**config.mk**
```make
export PLATFORM = sky130hd
export DESIGN_NAME = cfg_stream_seq
export DESIGN_NICKNAME = d
export VERILOG_FILES = /design/src/rtl/cfg_stream_seq.sv
export SDC_FILE = /design/constraint.sdc
export NUM_CORES = 1
export LEC_CHECK = 0
export ABC_AREA = 1
export CAP_MARGIN = 20
export CORE_AREA = 2 2 112 157
export DETAILED_ROUTE_END_ITERATION = 8
export DIE_AREA = 0 0 114 159
export PLACE_DENSITY = 0.83
export SYNTH_ARGS = -nofsm -noshare
export SYNTH_HDL_FRONTEND = slang
export SYNTH_SLANG_ARGS = --single-unit
```
**constraint.sdc**
```tcl
create_clock -name clk -period 5.9 [get_ports clk]
set_input_delay 1.18 -clock clk [delete_from_list [all_inputs] [get_ports clk]]
set_output_delay 1.18 -clock clk [all_outputs]
set_load 0.01 [all_outputs]
```
**src/rtl/cfg_stream_seq.sv**
```systemverilog
module cfg_stream_seq #(
  parameter int          FRAME_WORDS = 4,
  parameter int          MIN_NOOPS   = 4,
  parameter logic [27:0] DEVICE_ID   = 28'h0A1B2C3,
  parameter logic [31:0] SYNC_WORD   = 32'hAA995566
) (
  input  logic        clk,
  input  logic        rst_n,
  input  logic        in_valid,
  input  logic [31:0] in_data,
  output logic        in_ready,
  output logic        fw_valid,
  output logic [31:0] fw_data,
  output logic        fw_inc,
  output logic        fw_load,
  output logic [27:0] fw_addr,
  output logic        synced,
  output logic        accepted,
  output logic        error,
  output logic        done
);
  localparam int IW = $clog2(FRAME_WORDS + 1);
  localparam int NW = $clog2(MIN_NOOPS + 1);
  localparam logic [IW-1:0] LAST = IW'(FRAME_WORDS - 1);
  localparam logic [NW-1:0] NMAX = NW'(MIN_NOOPS);

  typedef enum logic [2:0] {S_HUNT, S_CMD, S_DATA, S_LOAD, S_PLAY, S_ERR} st_t;

  st_t            state;
  logic [15:0]    cnt;
  logic [IW-1:0]  idx;
  logic [NW-1:0]  noops;
  logic           gap;
  logic           bad;
  logic [31:0]    frame_mem [FRAME_WORDS];

  wire       take = in_valid && in_ready;
  wire [3:0] op   = in_data[31:28];

  assign in_ready = (state != S_PLAY);
  assign synced   = (state == S_CMD) || (state == S_DATA) || (state == S_LOAD) || (state == S_PLAY);
  assign error    = (state == S_ERR);

  always_comb begin
    bad = 1'b0;
    if (take && state == S_CMD) begin
      case (op)
        4'h0:              bad = 1'b0;
        4'h1:              bad = (in_data[27:0] != DEVICE_ID);
        4'h2, 4'h3, 4'h4:  bad = !accepted;
        4'hF:              bad = (noops != NMAX);
        default:           bad = 1'b1;
      endcase
    end
  end

  always_ff @(posedge clk) begin
    if (take && state == S_LOAD) frame_mem[idx] <= in_data;
  end

  always_ff @(posedge clk or negedge rst_n) begin
    if (!rst_n) begin
      state    <= S_HUNT;
      cnt      <= '0;
      idx      <= '0;
      noops    <= '0;
      gap      <= 1'b0;
      accepted <= 1'b0;
      fw_valid <= 1'b0;
      fw_data  <= '0;
      fw_inc   <= 1'b0;
      fw_load  <= 1'b0;
      fw_addr  <= '0;
      done     <= 1'b0;
    end else begin
      fw_valid <= 1'b0;
      fw_inc   <= 1'b0;
      fw_load  <= 1'b0;
      done     <= 1'b0;
      case (state)
        S_HUNT, S_ERR: begin
          if (take && in_data == SYNC_WORD) begin
            state <= S_CMD;
            noops <= '0;
          end
        end
        S_CMD: begin
          if (bad) begin
            state    <= S_ERR;
            accepted <= 1'b0;
          end else if (take) begin
            noops <= (op == 4'h0) ? ((noops == NMAX) ? noops : noops + 1'b1) : '0;
            case (op)
              4'h1: accepted <= 1'b1;
              4'h2: begin
                fw_load <= 1'b1;
                fw_addr <= in_data[27:0];
              end
              4'h3: begin
                if (in_data[15:0] != 16'd0) begin
                  state <= S_DATA;
                  cnt   <= in_data[15:0];
                end
              end
              4'h4: begin
                state <= S_LOAD;
                idx   <= '0;
                cnt   <= (in_data[15:0] == 16'd0) ? 16'd1 : in_data[15:0];
              end
              4'hF: begin
                done     <= 1'b1;
                state    <= S_HUNT;
                accepted <= 1'b0;
              end
              default: ;
            endcase
          end
        end
        S_DATA: begin
          if (take) begin
            fw_valid <= 1'b1;
            fw_data  <= in_data;
            cnt      <= cnt - 1'b1;
            if (cnt == 16'd1) state <= S_CMD;
          end
        end
        S_LOAD: begin
          if (take) begin
            fw_valid <= 1'b1;
            fw_data  <= in_data;
            idx      <= idx + 1'b1;
            if (idx == LAST) begin
              idx <= '0;
              if (cnt == 16'd1) state <= S_CMD;
              else begin
                state <= S_PLAY;
                cnt   <= cnt - 1'b1;
                gap   <= 1'b1;
              end
            end
          end
        end
        S_PLAY: begin
          if (gap) begin
            fw_inc <= 1'b1;
            gap    <= 1'b0;
          end else begin
            fw_valid <= 1'b1;
            fw_data  <= frame_mem[idx];
            idx      <= idx + 1'b1;
            if (idx == LAST) begin
              idx <= '0;
              if (cnt == 16'd1) state <= S_CMD;
              else begin
                cnt <= cnt - 1'b1;
                gap <= 1'b1;
              end
            end
          end
        end
        default: state <= S_HUNT;
      endcase
    end
  end
endmodule


```
==> impl_summary.md <==
Run status
The run finished with clean final reports.

Route
The DRC violation count after routing is 0. The first routing iteration left 821 violations. Across all layers, the routed design uses 7916 vias.

The total iterations of the first detailed-routing run is 6. The routed length per instance is 18.2 um. Once detail routing completed, the nets flagged for antenna violations numbered 0. Dividing the detail-routed via count by the number of cells gives 5.82. The final layout contains routed wiring with a total length of 24700 um.

Global route
For met1 alone, demand over resource in global routing was 35.8%. The maximum number of pins on one net before global-route repair is 53. The first global-routing pass estimated 40200 um of wire.

The global-route layer with the greatest usage is met2. Global routing consumed, over all layers together, 27.7% of the routing resources. The initial antenna violation count came to 0. In the global route stage, met3 resource usage came out at 2.97%. The total overflow left after global routing is 0. For met2 alone, demand over resource in global routing was 47.7%.

The via count of the first global-routing pass is 7962.

STA
The total of endpoints with negative setup slack in the final report is 0. Summed over all failing endpoints, the final setup total negative slack is 0 ns. The maximum achievable frequency is 0.276 GHz. The transition time of the tightest slew-check pin is 1.02 ns. After layout, the worst setup slack is 2.28 ns. Setup repair after global routing left no endpoint under its margin. For the finished layout, the period the worst path requires is 3.62 ns.

The number of endpoints with negative hold slack in the final report is 0. The worst slew margin relative to its limit is 32.0%. The final count of pins violating max slew came to 0. Between clock sinks in the finished design, the worst skew comes to 0.0185 ns. The period utilization is 61.4%.

Setup path
The largest incremental delay on the critical path is 0.47 ns. For the worst setup path, the data required time is 4.72 ns. The cell family with the largest share of critical-path delay is buffers and inverters. The slowest stage of the critical path is the dfrtp_1 cell. The critical path endpoint category is an output pin. The class of the most critical setup path is flip-flop to output pin.

The critical path startpoint category is a flip-flop. The buffers plus inverters on the worst setup path is 4. The largest fanout on the critical path is 35. STA puts the critical path data arrival time at 2.44 ns. The signal on the critical path passes through inv_2 > nand2_4 > nor2_8 > inv_4 > nand2_2 > nor2_2 > inv_1 > clkdlybuf4s50_1.

Job
The number of max-cap violations is 0.

Yosys
Synthesis inferred 219 register bits. The proportion of synthesized flip-flops having asynchronous set or reset is 41.6%. When the netlist entered floorplanning its net count stood at 1091. The synthesized area divided by synthesized cell count is 9.53 um^2. Ranked by total cell area, the synthesized netlist is headed by edfxtp_1 38%, dfrtp_1 23%, nand2_1 11%. The yosys synthesis warning count is 0.

In the synthesized netlist, the cells that appear most often are 289 x nand2_1, 142 x nor2_1, 128 x edfxtp_1. The top-area cell type share of the netlist area is 38.5%. The number of different library cells used by synthesis comes to 39. The leading area contributor after synthesis is edfxtp_1. The most frequently used cell type in the post-synthesis netlist is nand2_1. The primary flip-flop cell chosen by synthesis mapping is edfxtp_1.

The synthesized area is 0.00999 mm^2. Synthesis produced 1048 cells. Sequential cells were found to cover 61.3% of the synthesized design area. The synthesized design contains 128 enable-type register cells.

Power
The peak supply drop is 362 uV. The power density over cell area is 321 mW/mm^2. Summed over all cells, the static leakage comes to 4.97 nW.

Clock tree
The clock insertion delay at the later pin of the skew report is 0.50 ns. In this run the deepest clock path goes through 3 buffers. The count of clock tree sinks is 219. In this run, post-CTS hold repair placed 0 buffers. The post-cts gate resize count is 0. The cell at the root of the clock tree is clkbuf_16. The TritonCTS buffer count is 21. Clock-pin slew was measured on the worst setup and hold paths at 0.06 ns. The number of post-CTS setup repair buffers is 0.

TritonCTS built the clock tree. In this run the number of H-tree levels came out at 1.

Floorplan
The effective utilization at floorplan is 59.9%. The floorplan step defined a die boundary enclosing 0.0181 mm^2. The area inside the core boundary is 0.0167 mm^2. In this run the horizontal extent of the chip is 114 um. The floorplan step set the die height to 159 um. The number of ports placed on the die boundary is 103. The initialized floorplan defines 56 standard-cell rows.

Finish
The summed area of non-filler cells in the final layout is 0.0118 mm^2. Compared with the post-synthesis result, the final layout area differs by 18.1%. The antenna cell count is 0. In the final design database the tool counted 1184 nets. The utilization after layout is 70.7%.

In the final layout, the share of cells above drive strength 1 is 8.39%.

Placed design
The count of buffers added on input and output ports is 102. The wire-length estimate of the detail-placed layout is 15300 um. The placement-stage cell area is 0.0111 mm^2. The worst slack at placement is 2.19 ns.

The placer's final routability congestion estimate is 0.898.

Hold path
The worst min-delay path category is flip-flop to flip-flop.
flip-flops by register name, summed over array words and instances, names as in the netlist, 3 cells and up:
register / count
frame_mem: 128
fw_data: 32
fw_addr: 28
cnt: 16
idx: 3
noops: 3
state: 3
metal layers:
layer	part of all wire, %	up-vias
li1	-	3688
met1	38	3771
met2	52	395
met3	7.3	62
met4	2.6	0
met5	0	-
worst paths after layout:
kind | slack (ns) | cells after the start | startpoint | endpoint
setup / recovery | 2.28 | 8 | state[1]$_DFFE_PN0P_ | synced
hold / removal | 0.48 | 2 | fw_addr[6]$_DFFE_PN0P_ | fw_addr[6]$_DFFE_PN0P_
setup reg to reg | 2.93 | 5 | idx[0]$_DFFE_PN0P_ | frame_mem[2][4]$_DFFE_PP_
hold reg to reg | 0.48 | 2 | fw_addr[6]$_DFFE_PN0P_ | fw_addr[6]$_DFFE_PN0P_
max in group asynchronous | 4.12 | 2 | rst_n | noops[1]$_DFFE_PN0P_
min in group asynchronous | 0.70 | 1 | rst_n | fw_addr[16]$_DFFE_PN0P_
power by group:
part	switching (W)	internal (W)	total [W]
Sequential	0.0000595	0.00167	0.00173
Combinational	0.000495	0.000290	0.000785
Clock	0.000553	0.000717	0.00127
kinds of logic (layout without fill, tap and decap cells):
| family | Yosys count | count (layout) | share of synthesized area [%] |
|---|---|---|---|
| AOI/OAI and AO/OA | 167 | 167 | 9.14 |
| xor gates and xnor gates | 4 | 4 | 0.351 |
| DFF | 219 | 219 | 61.3 |
| adders and majority gates | 8 | 8 | 1.00 |
| buffers and inverters | 116 | 224 | 5.19 |
| and+or+nand+nor | 534 | 534 | 23.0 |
final cells by class:
class	count	area, um^2
clock buffers	29	566
clock inverters	9	73.8
fillers	1187	4880
inverters	72	275
multi-input cells	713	3370
flip-flops and latches	219	6120
well taps	203	254
repair buffers	114	1130
worst register-to-register path, delay by kind of cell, from the launching register on:
kind,cells,cell delay [ns]
adders and majority gates,1,0.29
buffers and inverters,3,1.30
DFF,1,0.64
and+or+nand+nor,1,0.41
layout by cell type (no fill, tap or decap), drive strengths merged:
cell,netlist,final
a21boi,1,1
a21oi,27,27
a31oi,34,34
buf,16,13
bufinv,0,1
clkbuf,28,29
clkdlybuf4s50,0,101
clkinv,0,7
dfrtp,91,91
edfxtp,128,128
ha,8,8
inv,72,73
nand2,317,317
nand3,56,56
nand3b,3,3
nand4,2,2
nor2,150,150
nor3,5,5
o21ai,86,86
o22ai,18,18
o31ai,1,1
or2,1,1
xnor2,2,2
xor2,2,2
metrics by stage:
stage                     instances  hold slack, ns  power, W
after floorplan                1048           0.467   0.00232
after global placement         1319           0.459   0.00250
after detailed placement       1320           0.465   0.00253
after CTS                      1358           0.480   0.00379
after global routing           1359           0.494   0.00398
final                          1359           0.483   0.00379
Note: power is estimated with default switching activity, not from simulation.
